## src/rtl/diag_remap_pkg.sv

```systemverilog
package diag_remap_pkg;
  typedef enum logic [1:0] {
    MODE_NORMAL = 2'd0,
    MODE_DIAG   = 2'd1,
    MODE_VENDOR = 2'd2
  } diag_mode_e;

  typedef struct packed {
    logic req;
    logic io;
    logic hush;
    logic fb;
  } pin_bundle_t;

  localparam int PIN_COUNT = $bits(pin_bundle_t);
endpackage

```

## src/rtl/pin_sync.sv

```systemverilog
module pin_sync #(
  parameter int WIDTH  = 4,
  parameter int STAGES = 2
) (
  input  logic             clk,
  input  logic             rst_n,
  input  logic [WIDTH-1:0] d,
  output logic [WIDTH-1:0] q
);
  logic [STAGES-1:0][WIDTH-1:0] chain_q;

  genvar s;
  generate
    for (s = 0; s < STAGES; s++) begin : g_stage
      if (s == 0) begin : g_first
        always_ff @(posedge clk or negedge rst_n) begin
          if (!rst_n) chain_q[0] <= '0;
          else        chain_q[0] <= d;
        end
      end else begin : g_rest
        always_ff @(posedge clk or negedge rst_n) begin
          if (!rst_n) chain_q[s] <= '0;
          else        chain_q[s] <= chain_q[s-1];
        end
      end
    end
  endgenerate

  assign q = chain_q[STAGES-1];
endmodule

```

## src/rtl/diag_mode_ctrl.sv

```systemverilog
module diag_mode_ctrl
  import diag_remap_pkg::*;
(
  input  logic       clk,
  input  logic       rst_n,
  input  logic       osc_tick,
  input  logic       req_s,
  input  logic       vendor_go,
  output diag_mode_e mode
);
  diag_mode_e mode_q, mode_d;
  logic       armed_q, armed_d;

  always_comb begin
    armed_d = armed_q;
    if (!req_s)        armed_d = 1'b0;
    else if (osc_tick) armed_d = 1'b1;
  end

  always_comb begin
    mode_d = mode_q;
    unique case (mode_q)
      MODE_NORMAL: if (osc_tick && req_s && armed_q) mode_d = MODE_DIAG;
      MODE_DIAG: begin
        if (vendor_go)              mode_d = MODE_VENDOR;
        else if (osc_tick && !req_s) mode_d = MODE_NORMAL;
      end
      MODE_VENDOR: mode_d = MODE_VENDOR;
      default:     mode_d = MODE_NORMAL;
    endcase
  end

  always_ff @(posedge clk or negedge rst_n) begin
    if (!rst_n) begin
      mode_q  <= MODE_NORMAL;
      armed_q <= 1'b0;
    end else begin
      mode_q  <= mode_d;
      armed_q <= armed_d;
    end
  end

  assign mode = mode_q;

  // entry only on a tick with the request high and held since an earlier tick
  a_r2_entry_qualified: assert property (@(posedge clk) disable iff (!rst_n)
    (mode_q == MODE_DIAG && $past(mode_q) == MODE_NORMAL) |->
      ($past(osc_tick) && $past(req_s) && $past(armed_q)));

  // leaving to normal happens only on a tick with the request low
  a_r3_exit_on_tick: assert property (@(posedge clk) disable iff (!rst_n)
    (mode_q == MODE_NORMAL && $past(mode_q) == MODE_DIAG) |->
      ($past(osc_tick) && !$past(req_s)));

  // vendor state is sticky
  a_r9_vendor_sticky: assert property (@(posedge clk) disable iff (!rst_n)
    ($past(mode_q) == MODE_VENDOR) |-> (mode_q == MODE_VENDOR));
endmodule

```

## src/rtl/hush_edge_counter.sv

```systemverilog
module hush_edge_counter #(
  parameter int EXIT_EDGES = 4
) (
  input  logic clk,
  input  logic rst_n,
  input  logic in_diag,
  input  logic io_s,
  input  logic hush_s,
  output logic vendor_go
);
  localparam int CW = $clog2(EXIT_EDGES + 1);
  localparam logic [CW-1:0] LAST = CW'(EXIT_EDGES - 1);

  logic [CW-1:0] cnt_q, cnt_d;
  logic          prev_q;
  logic          clr, rise;

  assign clr  = !in_diag || io_s;
  assign rise = hush_s && !prev_q;

  always_comb begin
    cnt_d     = cnt_q;
    vendor_go = 1'b0;
    if (clr) begin
      cnt_d = '0;
    end else if (rise) begin
      if (cnt_q == LAST) begin
        vendor_go = 1'b1;
        cnt_d     = '0;
      end else begin
        cnt_d = cnt_q + 1'b1;
      end
    end
  end

  always_ff @(posedge clk or negedge rst_n) begin
    if (!rst_n) begin
      cnt_q  <= '0;
      prev_q <= 1'b0;
    end else begin
      cnt_q  <= cnt_d;
      prev_q <= hush_s;
    end
  end

  // count stays below the exit threshold
  a_r8_count_bound: assert property (@(posedge clk) disable iff (!rst_n)
    cnt_q < CW'(EXIT_EDGES));

  // count is zero after a cycle with I/O high
  a_r8_clear_on_io: assert property (@(posedge clk) disable iff (!rst_n)
    $past(io_s) |-> (cnt_q == '0));
endmodule

```

## src/rtl/smoke_integrator.sv

```systemverilog
module smoke_integrator #(
  parameter int CONSEC = 3
) (
  input  logic clk,
  input  logic rst_n,
  input  logic enable,
  input  logic smoke_vld,
  input  logic smoke_det,
  output logic state
);
  localparam int CW = $clog2(CONSEC + 1);
  localparam logic [CW-1:0] LAST = CW'(CONSEC - 1);

  logic [CW-1:0] run_q, run_d;
  logic          state_q, state_d;

  always_comb begin
    run_d   = run_q;
    state_d = state_q;
    if (!enable) begin
      run_d   = '0;
      state_d = 1'b0;
    end else if (smoke_vld) begin
      if (smoke_det == state_q) begin
        run_d = '0;
      end else if (run_q == LAST) begin
        run_d   = '0;
        state_d = smoke_det;
      end else begin
        run_d = run_q + 1'b1;
      end
    end
  end

  always_ff @(posedge clk or negedge rst_n) begin
    if (!rst_n) begin
      run_q   <= '0;
      state_q <= 1'b0;
    end else begin
      run_q   <= run_d;
      state_q <= state_d;
    end
  end

  assign state = state_q;

  // output rises only on a strobe carrying a detection
  a_r10_rise_on_det: assert property (@(posedge clk) disable iff (!rst_n)
    $rose(state_q) |-> ($past(smoke_vld) && $past(smoke_det)));

  // output falls only on a clear strobe or when disabled
  a_r10_fall_on_clear: assert property (@(posedge clk) disable iff (!rst_n)
    $fell(state_q) |-> (!$past(enable) || ($past(smoke_vld) && !$past(smoke_det))));
endmodule

```

## src/rtl/diag_pin_remap.sv

```systemverilog
module diag_pin_remap
  import diag_remap_pkg::*;
#(
  parameter int SYNC_STAGES = 2,
  parameter int EXIT_EDGES  = 4,
  parameter int SMOKE_RUN   = 3
) (
  input  logic clk,
  input  logic rst_n,
  input  logic osc_tick,
  input  logic diag_req,
  input  logic io_pin,
  input  logic hush_pin,
  input  logic fb_pin,
  input  logic smoke_vld,
  input  logic smoke_det,
  input  logic low_batt,
  output logic diag_active,
  output logic vendor_test,
  output logic amp_route_en,
  output logic amp_route_sel,
  output logic gain_super,
  output logic gain_hyst,
  output logic horn_drv,
  output logic led_drv
);
  pin_bundle_t pins_raw, pins_s;
  diag_mode_e  mode;
  logic        in_diag, vendor_go, integ_state;

  assign pins_raw = '{req: diag_req, io: io_pin, hush: hush_pin, fb: fb_pin};

  pin_sync #(.WIDTH(PIN_COUNT), .STAGES(SYNC_STAGES)) i_sync (
    .clk   (clk),
    .rst_n (rst_n),
    .d     (pins_raw),
    .q     (pins_s)
  );

  diag_mode_ctrl i_mode (
    .clk       (clk),
    .rst_n     (rst_n),
    .osc_tick  (osc_tick),
    .req_s     (pins_s.req),
    .vendor_go (vendor_go),
    .mode      (mode)
  );

  assign in_diag = (mode == MODE_DIAG);

  hush_edge_counter #(.EXIT_EDGES(EXIT_EDGES)) i_hush (
    .clk       (clk),
    .rst_n     (rst_n),
    .in_diag   (in_diag),
    .io_s      (pins_s.io),
    .hush_s    (pins_s.hush),
    .vendor_go (vendor_go)
  );

  smoke_integrator #(.CONSEC(SMOKE_RUN)) i_integ (
    .clk       (clk),
    .rst_n     (rst_n),
    .enable    (in_diag),
    .smoke_vld (smoke_vld),
    .smoke_det (smoke_det),
    .state     (integ_state)
  );

  always_comb begin
    amp_route_en  = 1'b0;
    amp_route_sel = 1'b0;
    gain_super    = 1'b0;
    gain_hyst     = 1'b0;
    horn_drv      = 1'b0;
    led_drv       = 1'b0;
    if (in_diag) begin
      horn_drv = integ_state;
      led_drv  = low_batt;
      if (pins_s.io) begin
        amp_route_en = 1'b1;
        if (pins_s.hush) begin
          amp_route_sel = 1'b1;
          gain_super    = 1'b1;
        end else begin
          gain_hyst = pins_s.fb;
        end
      end
    end
  end

  assign diag_active = in_diag;
  assign vendor_test = (mode == MODE_VENDOR);

  // hysteresis only with routing on and normal gain
  a_r6_hyst_context: assert property (@(posedge clk) disable iff (!rst_n)
    gain_hyst |-> (amp_route_en && !gain_super && !amp_route_sel));

  // supervisory gain always pairs with output 2
  a_r5_super_route: assert property (@(posedge clk) disable iff (!rst_n)
    gain_super |-> (amp_route_en && amp_route_sel));

  // outside diagnostic mode the remapped outputs are quiet
  a_r12_idle_quiet: assert property (@(posedge clk) disable iff (!rst_n)
    !diag_active |-> !(amp_route_en || amp_route_sel || gain_super ||
                       gain_hyst || horn_drv || led_drv));

  // the two mode indications never overlap
  a_r9_modes_exclusive: assert property (@(posedge clk) disable iff (!rst_n)
    !(diag_active && vendor_test));
endmodule

```

## config.mk

```make
export PLATFORM = sky130hd
export DESIGN_NAME = diag_pin_remap
export DESIGN_NICKNAME = d
export VERILOG_FILES = /design/src/rtl/diag_remap_pkg.sv /design/src/rtl/pin_sync.sv /design/src/rtl/diag_mode_ctrl.sv /design/src/rtl/hush_edge_counter.sv /design/src/rtl/smoke_integrator.sv /design/src/rtl/diag_pin_remap.sv
export SDC_FILE = /design/constraint.sdc
export NUM_CORES = 1
export LEC_CHECK = 0
export ABC_AREA = 1
export CAP_MARGIN = 30
export CELL_PAD_IN_SITES_DETAIL_PLACEMENT = 1
export CELL_PAD_IN_SITES_GLOBAL_PLACEMENT = 2
export CORE_UTILIZATION = 30
export DETAILED_ROUTE_END_ITERATION = 12
export GPL_TIMING_DRIVEN = 0
export PLACE_DENSITY = 0.81
export SETUP_SLACK_MARGIN = 0.3
export SLEW_MARGIN = 15
export SYNTH_ARGS = -nofsm -noshare
export SYNTH_HDL_FRONTEND = slang
export SYNTH_HIERARCHICAL = 1
export SYNTH_SLANG_ARGS = --single-unit
```

## constraint.sdc

```tcl
create_clock -name clk -period 3.7 [get_ports clk]
set_clock_uncertainty 0.15 [all_clocks]
set_input_delay 0.74 -clock clk [delete_from_list [all_inputs] [get_ports clk]]
set_output_delay 0.74 -clock clk [all_outputs]
set_load 0.03 [all_outputs]
```

==> summary.md <==
| Metric | Value |
|---|---|
| Status | `complete, no violations` |
| Clock transition at path regs | `~0.1 ns` |
| Maximum clock insertion buffer count | `2` |
| Hold Slack | `~0.21 ns` |
| Max frequency | `348 MHz` |
| Worst EP required | `about 2.8 ns` |
| Max stage delay on crit path | `0.67 ns` |
| Die width | `roughly 54 um` |
| Clock Sinks | `18` |
| Max Cap Viol | `0` |
| Tot GR Track Use | `0.128` |
| Most frequent cell after synthesis | `nand2_1` |
| Critical path capture point type | `primary output` |
| Min cycle time layout | `between 2 and 3 ns` |
| Per-cell routed wire length | `between 10 and 15 um` |
| Final Util | `0.419` |
| Max-slew violations | `0` |
| DR pass1 iterations | `2` |
| DIE AREA | `just under 3000 um2` |
| Pwr dens | `about 380 nW/um2` |
| Site Rows | `18` |
| CP top delay family | `buffers and inverters` |
| Syn Inst Count | `94` |
| Synth cell types | `18` |
| Post-CTS Setup Bufs | `0` |
| Routability cong. | `0.729` |
| Setup crit start kind | `primary input` |
| Register area share after synthesis | `0.560` |
| Final setup TNS | `0 ns` |
| Synth top cells by count | `nand2_1, dfrtp_1, inv_1` |
| DRC | `0` |
| VDD IR-drop max | `0.147 mV` |
| Relative slew margins | `0.448` |
| Overflow after GRT | `0` |
| Seq cells post-synth | `18` |
| Initial Util | `0.322` |
| Clk root buf | `clkbuf_4` |
| Via-to-Cell Ratio | `4.48` |
| Die height | `between 50 and 60 um` |
| Total clock buffers created by CTS | `3` |
| Avg Cell Area, Syn | `about 8.6 um2` |
| Antenna violations before repair | `0` |
| Cts repair resizes | `0` |
| Post-Syn Area | `around 800 um2` |
| Synth area leader | `dfrtp_1` |
| Layout area overhead | `30.3%` |
| Static leakage | `approximately 0.52 nW` |
| Top cell type's share of synthesized area | `0.560` |
| Hold Crit Class | `reg -> reg` |
| Main synth FF type | `dfrtp_1` |
| Routed Antenna Nets | `0` |
| I/O pins | `18` |
| Layout Nets | `roughly 130` |
| Crit path kind | `in -> out` |
| Synth top area cells | `dfrtp_1, nand2_1, inv_1` |
| IO buf count | `17` |
| Total number of vias | `649` |
| Ys Warns | `6` |
| Final Hold Viols | `0` |
| Final setup fails | `0` |
| Max H-tree Level | `1` |
| Buffers plus inverters on the worst setup path | `3` |
| RSZ-0062 raised after global routing | `false` |
| Crit path arrival time | `between 1.5 and 2 ns` |
| Hold buffer count at cts | `0` |
| CTS tree | `built` |
| Worst Tran Pin Value | `between 0.8 and 0.9 ns` |
| Worst path slowest cell | `clkdlybuf4s50_1` |
| Initial drt markers | `4` |
| Clk_lat worst skew | `0.29 ns` |
| Worst path cell trace | `clkdlybuf4s50_1, inv_1, nor2_1, clkdlybuf4s50_1` |
| Async set-reset flop share out of synthesis | `1.00` |
| Total wire length | `roughly 1.6 mm` |
| Synth Net Count | `~110` |
| Core area | `2500 um2` |
| First-pass GRT wire length | `~2.6 mm` |
| Critical path peak fanout | `1` |
| Tcrit/Tclk final | `0.776` |
| Dpl hpwl | `around 1.2 mm` |
| Number of global-route vias before repair | `645` |
| Critical path's most frequent cell | `clkdlybuf4s50_1` |
| Share of cells above drive strength 1 | `0.139` |
| Post-synth EDFFs | `0` |
| Largest net degree at the start of global routing | `19` |
| ANT cells | `0` |
-- final timing paths --
kind,startpoint,end,slack (ns),cells after the start
worst max-delay path,low_batt,led_drv,0.83,4
worst min-delay path,i_sync/chain_q[1],i_sync/q[1],0.21,0
worst max register to register,i_mode/mode[1],i_mode/mode[0],1.96,9
worst min register to register,i_sync/chain_q[1],i_sync/q[1],0.21,0
max in group asynchronous,rst_n,i_sync/q[1],2.13,1
min in group asynchronous,rst_n,i_sync/q[0],0.76,1
-- report_power, final --
part / switching, mW / internal, mW
combinational: 0.0385 / 0.0287
clock: 0.0602 / 0.0599
sequential: 0.00514 / 0.206
-- placed cells by master (no fill, tap or decap), drive strengths merged --
| master | synthesis | layout |
|---|---|---|
| nand4 | 1 | 1 |
| inv | 20 | 20 |
| clkbuf | 0 | 4 |
| a21oi | 3 | 3 |
| clkdlybuf4s50 | 0 | 17 |
| nand2 | 21 | 21 |
| o21ai | 3 | 3 |
| clkinv | 1 | 1 |
| dfrtp | 18 | 18 |
| buf | 5 | 5 |
| nor2 | 13 | 13 |
| and3 | 1 | 1 |
| nand3 | 6 | 6 |
| nor3b | 1 | 1 |
| ha | 1 | 1 |
-- sequential cells by signal, summed over array words and instances (netlist names) --
register,cells
i_sync/chain_q,4
i_sync/q,4
i_integ/run_q,2
i_mode/mode,2
i_hush/cnt_q,3
i_hush/prev_q,1
i_mode/armed_q,1
i_integ/state,1
-- layer usage --
layer / wire length, um / global-route usage / vias to the layer above
met5: 0 / 0 / -
met4: 19 / 0.0789 / 0
met3: 59 / 0.0254 / 2
met2: 815 / 0.220 / 14
met1: 656 / 0.145 / 318
li1: - / - / 315
-- per-stage QoR --
stage / instances / instance area, um2 / setup slack, ns / power, mW
after global routing: 145 / 1050 / 0.767 / 0.423
after detailed placement: 141 / 1010 / 0.823 / 0.284
final: 145 / 1050 / 0.828 / 0.398
after floorplan: 94 / 805 / 1.54 / 0.251
after global placement: 141 / 1010 / 0.824 / 0.281
after CTS: 145 / 1050 / 0.815 / 0.411
-- cell families (layout without fill, tap and decap cells) --
logic type	count (synthesis)	in the layout	synth area share
buf+inv	26	47	0.145
fa+ha+maj	1	1	0.0155
flops	18	18	0.560
simple gates	43	43	0.243
compound gates	6	6	0.0373
-- cell type report --
cell class                 instances  area (um2)
clock buffer                       4        36.3
buffer                             5        37.5
sequential                        18         450
tap                               30        37.5
inverter                          21        78.8
timing repair buffer              17         170
multi-input combinational         50         238
fill                             316        1450
Power figures use the tool's default switching activity.
